## src/rtl/flag_alu_pkg.sv

```systemverilog
package flag_alu_pkg;

  typedef enum logic [2:0] {
    OP_CMP   = 3'd0,
    OP_AND   = 3'd1,
    OP_OR    = 3'd2,
    OP_XOR   = 3'd3,
    OP_NOT   = 3'd4,
    OP_BTST  = 3'd5,
    OP_STAND = 3'd6,
    OP_STOR  = 3'd7
  } alu_op_e;

  typedef enum logic [1:0] {
    SEL_REG   = 2'd0,
    SEL_IMM8  = 2'd1,
    SEL_IMM16 = 2'd2,
    SEL_IMM32 = 2'd3
  } opnd_sel_e;

  localparam int FLAG_Z = 0;
  localparam int FLAG_N = 1;
  localparam int FLAG_C = 2;
  localparam int FLAG_V = 3;
  localparam int FLAG_CNT = 4;

endpackage

```

## src/rtl/flag_alu_operand.sv

```systemverilog
module flag_alu_operand
  import flag_alu_pkg::*;
#(
  parameter int DATA_W  = 32,
  parameter int HALF_W  = 16,
  parameter int SHORT_W = 8
) (
  input  logic [1:0]        src_sel,
  input  logic              signed_half,
  input  logic [DATA_W-1:0] src_reg,
  input  logic [HALF_W-1:0] imm_hi,
  input  logic [HALF_W-1:0] imm_lo,
  output logic [DATA_W-1:0] operand
);

  localparam int HALF_PAD  = DATA_W - HALF_W;
  localparam int SHORT_PAD = DATA_W - SHORT_W;

  logic [DATA_W-1:0] short_ext;
  logic [DATA_W-1:0] half_ext;
  logic [DATA_W-1:0] full_imm;

  assign short_ext = {{SHORT_PAD{1'b0}}, imm_hi[SHORT_W-1:0]};

  generate
    if (HALF_PAD > 0) begin : g_half_pad
      logic pad_bit;
      assign pad_bit  = signed_half & imm_hi[HALF_W-1];
      assign half_ext = {{HALF_PAD{pad_bit}}, imm_hi};
    end else begin : g_half_full
      assign half_ext = imm_hi[DATA_W-1:0];
    end
  endgenerate

  assign full_imm = DATA_W'({imm_hi, imm_lo});

  always_comb begin
    unique case (opnd_sel_e'(src_sel))
      SEL_REG:   operand = src_reg;
      SEL_IMM8:  operand = short_ext;
      SEL_IMM16: operand = half_ext;
      default:   operand = full_imm;
    endcase
  end

endmodule

```

## src/rtl/flag_alu_core.sv

```systemverilog
module flag_alu_core
  import flag_alu_pkg::*;
#(
  parameter int DATA_W = 32
) (
  input  logic [2:0]          op,
  input  logic [DATA_W-1:0]   dst,
  input  logic [DATA_W-1:0]   operand,
  output logic [DATA_W-1:0]   value,
  output logic [FLAG_CNT-1:0] flags,
  output logic                flag_upd,
  output logic                wr_back
);

  localparam int MSB = DATA_W - 1;

  logic [DATA_W:0] diff_ext;
  logic            borrow;
  logic            ovf;

  assign diff_ext = {1'b0, dst} - {1'b0, operand};
  assign borrow   = diff_ext[DATA_W];
  assign ovf      = (dst[MSB] != operand[MSB]) && (dst[MSB] != diff_ext[MSB]);

  always_comb begin
    value    = '0;
    flag_upd = 1'b1;
    wr_back  = 1'b0;
    unique case (alu_op_e'(op))
      OP_CMP:  value = diff_ext[DATA_W-1:0];
      OP_AND:  begin value = dst & operand; wr_back = 1'b1; end
      OP_OR:   begin value = dst | operand; wr_back = 1'b1; end
      OP_XOR:  begin value = dst ^ operand; wr_back = 1'b1; end
      OP_NOT:  begin value = ~dst;          wr_back = 1'b1; end
      OP_BTST: value = dst & operand;
      default: flag_upd = 1'b0;
    endcase
  end

  always_comb begin
    flags         = '0;
    flags[FLAG_Z] = (value == '0);
    flags[FLAG_N] = value[MSB];
    if (alu_op_e'(op) == OP_CMP) begin
      flags[FLAG_C] = borrow;
      flags[FLAG_V] = ovf;
    end
  end

endmodule

```

## src/rtl/flag_alu_status.sv

```systemverilog
module flag_alu_status
  import flag_alu_pkg::*;
#(
  parameter int STAT_W = 16
) (
  input  logic                clk,
  input  logic                rst,
  input  logic                valid,
  input  logic [2:0]          op,
  input  logic                flag_upd,
  input  logic [FLAG_CNT-1:0] flags,
  input  logic [STAT_W-1:0]   imm,
  output logic [STAT_W-1:0]   status
);

  localparam logic [STAT_W-1:0] FLAG_MASK = STAT_W'((1 << FLAG_CNT) - 1);

  logic [STAT_W-1:0] next_status;

  always_comb begin
    next_status = status;
    if (flag_upd) begin
      next_status = (status & ~FLAG_MASK) | STAT_W'(flags);
    end else if (alu_op_e'(op) == OP_STAND) begin
      next_status = status & imm;
    end else if (alu_op_e'(op) == OP_STOR) begin
      next_status = status | imm;
    end
  end

  always_ff @(posedge clk) begin
    if (rst) begin
      status <= '0;
    end else if (valid) begin
      status <= next_status;
    end
  end

endmodule

```

## src/rtl/flag_alu.sv

```systemverilog
module flag_alu
  import flag_alu_pkg::*;
#(
  parameter int DATA_W  = 32,
  parameter int HALF_W  = 16,
  parameter int SHORT_W = 8,
  parameter int STAT_W  = 16
) (
  input  logic              clk,
  input  logic              rst,
  input  logic              valid_i,
  input  logic [2:0]        op_i,
  input  logic [1:0]        src_sel_i,
  input  logic              reg_class_i,
  input  logic [DATA_W-1:0] dst_i,
  input  logic [DATA_W-1:0] src_i,
  input  logic [HALF_W-1:0] imm_hi_i,
  input  logic [HALF_W-1:0] imm_lo_i,
  output logic [DATA_W-1:0] result_o,
  output logic              wr_en_o,
  output logic [STAT_W-1:0] status_o
);

  logic                signed_half;
  logic [DATA_W-1:0]   operand;
  logic [DATA_W-1:0]   value;
  logic [FLAG_CNT-1:0] flags;
  logic                flag_upd;
  logic                wr_back;

  assign signed_half = (alu_op_e'(op_i) == OP_CMP) && !reg_class_i;

  flag_alu_operand #(
    .DATA_W (DATA_W),
    .HALF_W (HALF_W),
    .SHORT_W(SHORT_W)
  ) u_operand (
    .src_sel    (src_sel_i),
    .signed_half(signed_half),
    .src_reg    (src_i),
    .imm_hi     (imm_hi_i),
    .imm_lo     (imm_lo_i),
    .operand    (operand)
  );

  flag_alu_core #(
    .DATA_W(DATA_W)
  ) u_core (
    .op      (op_i),
    .dst     (dst_i),
    .operand (operand),
    .value   (value),
    .flags   (flags),
    .flag_upd(flag_upd),
    .wr_back (wr_back)
  );

  flag_alu_status #(
    .STAT_W(STAT_W)
  ) u_status (
    .clk     (clk),
    .rst     (rst),
    .valid   (valid_i),
    .op      (op_i),
    .flag_upd(flag_upd),
    .flags   (flags),
    .imm     (STAT_W'(imm_hi_i)),
    .status  (status_o)
  );

  always_ff @(posedge clk) begin
    if (rst) begin
      result_o <= '0;
      wr_en_o  <= 1'b0;
    end else begin
      wr_en_o <= valid_i && wr_back;
      if (valid_i && wr_back) begin
        result_o <= value;
      end
    end
  end

endmodule

```

## config.mk

```make
export PLATFORM = sky130hd
export DESIGN_NAME = flag_alu
export DESIGN_NICKNAME = d
export VERILOG_FILES = /design/src/rtl/flag_alu_pkg.sv /design/src/rtl/flag_alu_operand.sv /design/src/rtl/flag_alu_core.sv /design/src/rtl/flag_alu_status.sv /design/src/rtl/flag_alu.sv
export SDC_FILE = /design/constraint.sdc
export NUM_CORES = 1
export LEC_CHECK = 0
export BUFFER_PORTS_ARGS = -buffer_cell sky130_fd_sc_hd__buf_4
export CAP_MARGIN = 5
export CORE_MARGIN = 1.5
export CORE_UTILIZATION = 44
export CTS_BUF_LIST = sky130_fd_sc_hd__clkbuf_4
export CTS_CLUSTER_DIAMETER = 30
export DETAILED_ROUTE_END_ITERATION = 10
export PLACE_DENSITY = 0.65
export REMOVE_ABC_BUFFERS = 1
export SLEW_MARGIN = 20
export SYNTH_ARGS = -nofsm -noshare
export SYNTH_HDL_FRONTEND = slang
export SYNTH_HIERARCHICAL = 1
export SYNTH_SLANG_ARGS = --single-unit
```

## constraint.sdc

```tcl
create_clock -name clk -period 5 [get_ports clk]
set_input_delay 0.25 -clock clk [delete_from_list [all_inputs] [get_ports clk]]
set_output_delay 0.25 -clock clk [all_outputs]
set_load 0.01 [all_outputs]
```

# [Word level (Yosys, flattened, before mapping)]
# Index checks and enable logic that the tools add are counted.
[word_totals] n_memories=0 ff_bits=49 mem_bits_ro=0 elab_cells=43 ram_bits=0 latch_bits=0
[classes] magnitude_cmp=0 add_sub_neg=1 eq_ne=11 shift=0 div=0 bitwise=8 mul=0 reduce_logical=12 muxes=8
[op_table] cell="$pmux 32 s5" n=1
[op_table] cell="$pmux 32 s3" n=1
[op_table] cell="$mux 16" n=3
[op_table] cell="$sub 32x32->33" n=1
[op_table] cell="$and 32x32->32" n=1
[op_table] cell="$logic_not 32->1" n=1
[op_table] cell="$not 32->32" n=1
[op_table] cell="$or 32x32->32" n=1
[op_table] cell="$xor 32x32->32" n=1
[op_table] cell="$and 16x16->16" n=1
[op_table] cell="$or 16x16->16" n=1
[op_table] cell="$or 16x4->16" n=1
[op_table] cell="$eq 3x3->1 const B" n=4
[op_table] cell="$eq 3x2->1 const B" n=2
[op_table] cell="$reduce_or 6->1" n=1
[op_table] cell="$reduce_or 4->1" n=1
[op_table] cell="$eq 3x1->1 const B" n=1
[op_table] cell="$logic_and 1x1->1" n=3
[op_table] cell="$logic_not 3->1" n=1
[op_table] cell="$reduce_bool 3->1" n=1
[op_table] cell="$eq 2x1->1 const B" n=1
[op_table] cell="$eq 2x2->1 const B" n=1
[op_table] cell="$logic_not 2->1" n=1
[op_table] cell="$mux 1" n=2
[op_table] cell="6 further kinds" n=7

# [Depth between registers and ports, before layout]
# Gate-level depths: netlist of run 1.
[depth] depth_word=10 depth_mapped=20 depth_no_buf=17

# [Modules after synthesis]
# Netlist of run 1, hierarchy kept.
[by_module_without_submodules] mod="flag_alu_core" n_inst=1 area_per_inst_um2=4845.9 cells_each=730
[by_module_without_submodules] mod="flag_alu" n_inst=1 area_per_inst_um2=1510.2 cells_each=150
[by_module_without_submodules] mod="flag_alu_operand" n_inst=1 area_per_inst_um2=799.5 cells_each=95
[by_module_without_submodules] mod="flag_alu_status" n_inst=1 area_per_inst_um2=708.2 cells_each=79

# [Worst setup path before layout of run 1]
# OpenSTA, ideal clock, no wires.
[synth_path] path_type="input -> register" from="input src_sel_i[1]" to="register u_status.status[0]" t_required_ns=4.929 n_path_buf=3 path_slack_ns=0.742 arrival_time_ns=4.188 path_stages=18 setup_ns=0.071 cell_sequence="buf_2 buf_2 mux2i_1 inv_1 ha_1 nand2b_4 a2111o_1 and3b_1 buf_6 a2111oi_0 mux2i_1 o211ai_1 nor4_1 nand4_1 or4_4 nor4_2 a32oi_1 a21oi_1"
[synth_between] elab_chain_len=7 word_cells_on_any_way=12
[synth_lines] element="start, declared" line_no="flag_alu.sv:13" source="input logic [1:0] src_sel_i,"
[synth_lines] element="$eq 2x2->1, or another cell as far along" line_no="flag_alu_operand.sv:38" source="unique case (opnd_sel_e'(src_sel))"
[synth_lines] element="$pmux 32 s3 *" line_no="flag_alu_operand.sv:38"
[synth_lines] element="net operand[2]" line_no="flag_alu.sv:25" source="logic [DATA_W-1:0] operand;"
[synth_lines] element="$sub 32x32->33, or another cell as far along" line_no="flag_alu_core.sv:21" source="assign diff_ext = {1'b0, dst} - {1'b0, operand};"
[synth_lines] element="$pmux 32 s5 *" line_no="flag_alu_core.sv:29" source="unique case (alu_op_e'(op))"
[synth_lines] element="$logic_not 32->1 *" line_no="flag_alu_core.sv:42" source="flags[FLAG_Z] = (value == '0);"
[synth_lines] element="net flags[0]" line_no="flag_alu.sv:27" source="logic [FLAG_CNT-1:0] flags;"
[synth_lines] element="$or 16x4->16 *" line_no="flag_alu_status.sv:23" source="next_status = (status & ~FLAG_MASK) | STAT_W'(flags);"
[synth_lines] element="$mux 16 *" line_no="flag_alu_status.sv:22" source="if (flag_upd) begin"
[synth_lines] element="end signal, assigned" line_no="flag_alu_status.sv:35" source="status <= next_status;"
[synth_lines] element="end, declared" line_no="flag_alu_status.sv:13" source="output logic [STAT_W-1:0] status"
# Mark *: on every way through the listed nets, which the timed path passes. The rest lies on a longest branch.
# A chain may end at the register's enable or synchronous reset.

# [Final worst setup path of run 1]
[layout_path] from="input src_sel_i[0]" to="register u_status.status[0]"
# The elaborated chain is that of the path after synthesis.

==> results of run 1 <==
area by class of cell:
class	instances	area share (%)
clock buffers	5	0.409
flip-flops and latches	49	10.7
repair buffers	193	16.0
diodes	1	0.0272
well taps	225	3.06
clock inverters	3	0.313
inverters	98	4.00
multi-input cells	823	65.5
worst max-delay path: stages:
cell	delay, ns
buf_4	0.30
buf_4	0.24
mux2_2	0.35
a22o_1	0.20
inv_1	0.09
ha_1	0.33
nor4_2	0.42
o211ai_1	0.19
nand3_1	0.33
nor3_1	0.09
a311oi_1	0.38
o211ai_1	0.14
nor4_1	0.53
nand4_1	0.18
or4_4	0.54
nor4_2	0.15
a32oi_1	0.13
a21oi_1	0.21
where the power goes:
part,internal (W),total [W],switching (W),leakage [nW]
clock network,0.0000613,0.000240,0.000179,0.0377
logic,0.000373,0.000922,0.000549,3.69
registers,0.000408,0.000417,0.00000887,0.398
total,0.000843,0.00158,0.000737,4.12
kinds of logic after synthesis:
logic type	after synthesis	synth area share, %
XOR/XNOR	14	1.56
flip-flops	49	12.5
AO/OA/AOI/OAI	357	32.2
multiplexers	38	4.96
buffers and inverters	182	11.3
adder cells (fa/ha/maj)	101	16.0
AND/OR/NAND/NOR	313	21.5
worst max path at each step:
stage | slack, ns | cells after the start | to | start
global route | 0.11 | 18 | u_status/status[0] | src_sel_i[0]
detailed placement | -0.04 | 18 | u_status/status[0] | src_sel_i[0]
floorplan | 0.91 | 17 | u_status/status[0] | op_i[1]
finish | 0.31 | 18 | u_status/status[0] | src_sel_i[0]
global placement | 0.05 | 17 | u_status/status[0] | src_sel_i[1]
CTS | 0.45 | 18 | u_status/status[0] | src_sel_i[0]
routing by layer:
metal	wire [µm]	track usage, %	up-vias
li1	-	-	4058
met1	12600	41.3	4005
met2	13000	48.2	384
met3	2190	5.22	38
met4	694	8.92	0
met5	0	0	-
flip-flops by register name, summed over array words and instances (netlist names):
register / flops
wr_en_o: 1
u_status/status: 16
result_o: 32
through the flow:
stage               area, µm²  util, %
finish                   9190     52.9
global route             9190     52.9
CTS                      9180     52.9
detailed placement       9120     52.5
global placement         9120     52.5
floorplan                7350        -
cells in the mapped netlist (6+ instances only):
library cell and count:
o2111ai_1 6, nand3_1 65, or3b_2 8, a311o_1 12, xnor2_1 9, nand3b_1 6
buf_4 7, clkbuf_1 24, nor2b_1 15, o211ai_1 11, o221ai_1 6, a31oi_1 7
buf_2 36, a21oi_1 82, nor3_1 16, nand2_1 57, a211o_1 6, a22oi_1 7
dfxtp_1 49, a21bo_1 27, inv_1 97, nand2b_1 12, o22ai_1 25, mux2i_1 30
buf_6 11, o21bai_1 7, or3_1 7, nor2_1 59, mux2_2 8, nor4_1 15
nor3b_1 12, ha_1 96, a22o_1 9, o21ai_0 70, a21oi_2 17
==> flow_summary.toml, run 1 <==
[logic_synthesis]
synthTopCellsByArea = "ha_1, dfxtp_1, a21oi_1"
avgSynthCellArea_um2 = 7.46
yosysTopAreaCell = "ha_1"
syn-cell-area_um2 = 7860
yosysSeqAreaShare_pct = 12.5
syn-instance-count = 1054
synth_edf_count = 0
ys.flop_type = "dfxtp_1"
synth_top_area_share_pct = 15.3
ys_warn_count = 6
synth_seq_cells = 49
ys_types = 95
async_flop_share_pct = 0

[timing]
max_slew_margin_pct = 46.2
hold_viol = 0
post-route-min-period_ns = 4.69
finalSetupViolCount = 0
final_max_slew_viol_count = 0
fin_crit_sh_pct = 93.7
fmax_ghz = 0.213
rsz0062_at_grt = "no"
tns_ns = 0
layout_setup_ws_ns = 0.313
worst_pin_slew_ns = 0.807
whs_ns = 0.0994
clock_skew_ns = 0

[routing]
vias_per_cell = 6.07
drc = 0
avgRoutedWirePerCell_um = 20.4
drt_iter0_markers = 801
first_pass_iters = 6
finalWirelength_um = 28500
antenna_left = 0
via_count = 8485

[layout]
fin_cells = 1397
area_growth_pct = 16.8
layout.nets = 1372
drive_gt1_share_pct = 23.1
final_common_cell = "buf_4"
register_area_um2 = 981
multi_input_area_um2 = 6010
final_cell_mix = "buf_4, inv_1, ha_1"
nFillCells = 1739

[grt]
grt_max_degree = 107
grt_usage_pct = 30.2
antenna_found_initial = 1
grt_remaining_overflow = 0
grt_pass1_vias = 7821
grt_pass1_wl_um = 43400

[clock_network]
cts-root-buf = "clkbuf_4"
h-tree-depth = 2
cts_buffer_depth = 2
clkSlewWorstSetupHoldPaths_ns = 0.20
cts_buffers = 5
clkLatencyLatePin_ns = 0.45
cts_hold_buffers = 0
cts.sinks = 49
postCtsSetupBuffers = 0
cts_tree = "done"
cts_resized = 0

[min_path]
min_path_cells = 3
min_from = "imm_hi_i[10]"
hp-class = "input pin to register"
hold_path_end = "u_status/status[10]"

[worst_setup_path]
endpoint_kind = "register"
ff2ff_path_depth = 3
r2r-end = "u_status/status[3]"
cp-start-kind = "input pin"
path_max_fanout = 19
regToRegSetupSlack_ns = 3.85
crit_required_ns = 5.39
r2r_start = "u_status/status[3]"
arrival_ns = 5.07
critPathKind = "input pin to register"

[placed_design]
dp.cells = 1388
dp_worst_setup_slack_ns = -0.0382
port_buffers = 153
hpwlAfterDp_um = 20800
gp_congestion = 0.977

[floorplanning]
die_w_um = 137
die_area_um2 = 18700
fp.dieH_um = 137
rows = 48
ios = 154
core_area_um2 = 17400
start_util_pct = 45.3

[power]
vdd_drop_max_uv = 104
powerDensity_nw_per_um2 = 172
power_w = 0.00158
p_leak_nw = 4.12

[run]
drv_cap = 0

[run_status]
status = "finished clean"
No activity file was read; power rests on OpenSTA's default activity.
==> run 2, diff against run 1 <==
--- a/config.mk
+++ b/config.mk
@@ -7,11 +7,13 @@
 export LEC_CHECK = 0
 export BUFFER_PORTS_ARGS = -buffer_cell sky130_fd_sc_hd__buf_4
 export CAP_MARGIN = 5
+export CORE_ASPECT_RATIO = 0.8
 export CORE_MARGIN = 1.5
 export CORE_UTILIZATION = 44
 export CTS_BUF_LIST = sky130_fd_sc_hd__clkbuf_4
 export CTS_CLUSTER_DIAMETER = 30
 export DETAILED_ROUTE_END_ITERATION = 10
+export MAX_ROUTING_LAYER = met4
 export PLACE_DENSITY = 0.65
 export REMOVE_ABC_BUFFERS = 1
 export SLEW_MARGIN = 20
==> flow_summary.toml, run 2 (synthesized netlist as in run 1, its figures left out) <==
[run_status]
status = "finished clean"

[min_path]
min_from = "imm_hi_i[11]"
hp-class = "input pin to register"

[layout]
drive_gt1_share_pct = 22.6
largest_register = "result_o"
design_area_um2 = 9100
layout.nets = 1365
area_growth_pct = 15.8
largest_reg_flops = 32
final_cell_mix = "buf_4, inv_1, ha_1"
final_common_cell = "buf_4"
biggestRegsByFlops = "result_o: 32 flops, u_status/status: 16 flops, wr_en_o: 1 flops"
fin_util_pct = 52.2
antenna_cells = 0

[routing]
finalWirelength_um = 28500
drt_iter0_markers = 840
routed.top_layer = "met4"
drc = 0
met2_wirelength_um = 12700
route.met3.wl_um = 2510
m1WireLength_um = 12800
via_count = 8410
avgRoutedWirePerCell_um = 20.5
antenna_left = 0
first_pass_iters = 5
vias_per_cell = 6.05

[worst_setup_path]
path_max_fanout = 32
r2r_start = "u_status/status[0]"
cp-start-kind = "input pin"
regToRegSetupSlack_ns = 3.86
cp_slowest_cell = "nor4_1"
crit_required_ns = 5.38
cp_common_cell = "nand3_1"
crit_path_max_incr_delay_ns = 0.57
crit_family = "simple AND/OR/NAND/NOR gates"
crit_start = "src_sel_i[0]"
critPathKind = "input pin to register"
crit_path_cell_trace = "buf_4, buf_4, mux2_2, a22o_1, inv_1, ha_1, nor4_2, o211ai_1, nand3_1, o2111ai_1, nand3_1, nand3_1, nor4_1, nand4_1, or4_4, nor4_2, a32oi_1, a21oi_1"
arrival_ns = 5.14
path_buf_inv = 3
endpoint_kind = "register"

[timing]
hold_viol = 0
fin_crit_sh_pct = 95.2
worst_pin_slew_ns = 0.807
clock_skew_ns = 0
tns_ns = 0
whs_ns = 0.123
max_slew_margin_pct = 46.2
post-route-min-period_ns = 4.76
layout_setup_ws_ns = 0.241
finalSetupViolCount = 0
fmax_ghz = 0.210
final_max_slew_viol_count = 0
rsz0062_at_grt = "no"

[placed_design]
dp_worst_setup_slack_ns = -0.0759
port_buffers = 153
place_area_um2 = 9040
gp_congestion = 0.956
hpwlAfterDp_um = 21700

[clock_network]
h-tree-depth = 2
cts-root-buf = "clkbuf_4"
clkLatencyLatePin_ns = 0.44
cts_hold_buffers = 0
cts_resized = 0
cts_tree = "done"
postCtsSetupBuffers = 0
cts_buffer_depth = 2
clkSlewWorstSetupHoldPaths_ns = 0.20
cts.sinks = 49
cts_buffers = 5

[power]
powerDensity_nw_per_um2 = 171
vdd_drop_max_uv = 101
p_leak_nw = 4.08

[grt]
grt_max_degree = 73
grt_pass1_wl_um = 43900
grt_remaining_overflow = 0
grt_usage_pct = 30.9
grt_pass1_vias = 7753
antenna_found_initial = 0

[floorplanning]
die_area_um2 = 18700
start_util_pct = 45.1
rows = 43
ios = 154
core_area_um2 = 17400
fp.dieH_um = 123
die_w_um = 152

[run]
drv_cap = 0
==> run 2: per-layer routing <==
layer  global-route usage [%]  up-vias
met2                     48.2      401
met4                     7.27        0
met3                     5.51       38
met1                     41.8     3915
met5                        -        -
li1                         -     4056
==> run 2: area by class of cell <==
type / instances / area [µm²]
Clock buffer: 5 / 37.5
Clock inverter: 3 / 28.8
Fill cell: 1753 / 8330
Inverter: 98 / 368
Multi-Input combinational cell: 823 / 6010
Sequential cell: 49 / 981
Tap cell: 225 / 282
Timing Repair Buffer: 186 / 1400
==> run 2: path summary, 6_finish.rpt <==
| check | depth (start not counted) | to |
|---|---|---|
| max | 18 | u_status/status[0] |
| min | 3 | u_status/status[11] |
| max reg2reg | 3 | u_status/status[0] |
| min reg2reg | 2 | u_status/status[3] |
==> run 2: metrics by stage <==
step	total power, W	std cells
2_1_floorplan	0.000952	970
3_3_place_gp	0.00131	1381
3_5_place_dp	0.00131	1381
4_1_cts	0.00156	1389
5_1_grt	0.00167	1389
6_report	0.00156	1389
==> run 2: power by group <==
group,switching (W),internal [W],total [W]
Sequential,0.00000893,0.000408,0.000417
Clock,0.000174,0.0000614,0.000235
Combinational,0.000545,0.000364,0.000909
Total,0.000728,0.000834,0.00156
==> run 2: worst min-delay path, cell delays in order <==
cell and delay (ns):
buf_4 0.11, a21oi_1 0.06, o22ai_1 0.11
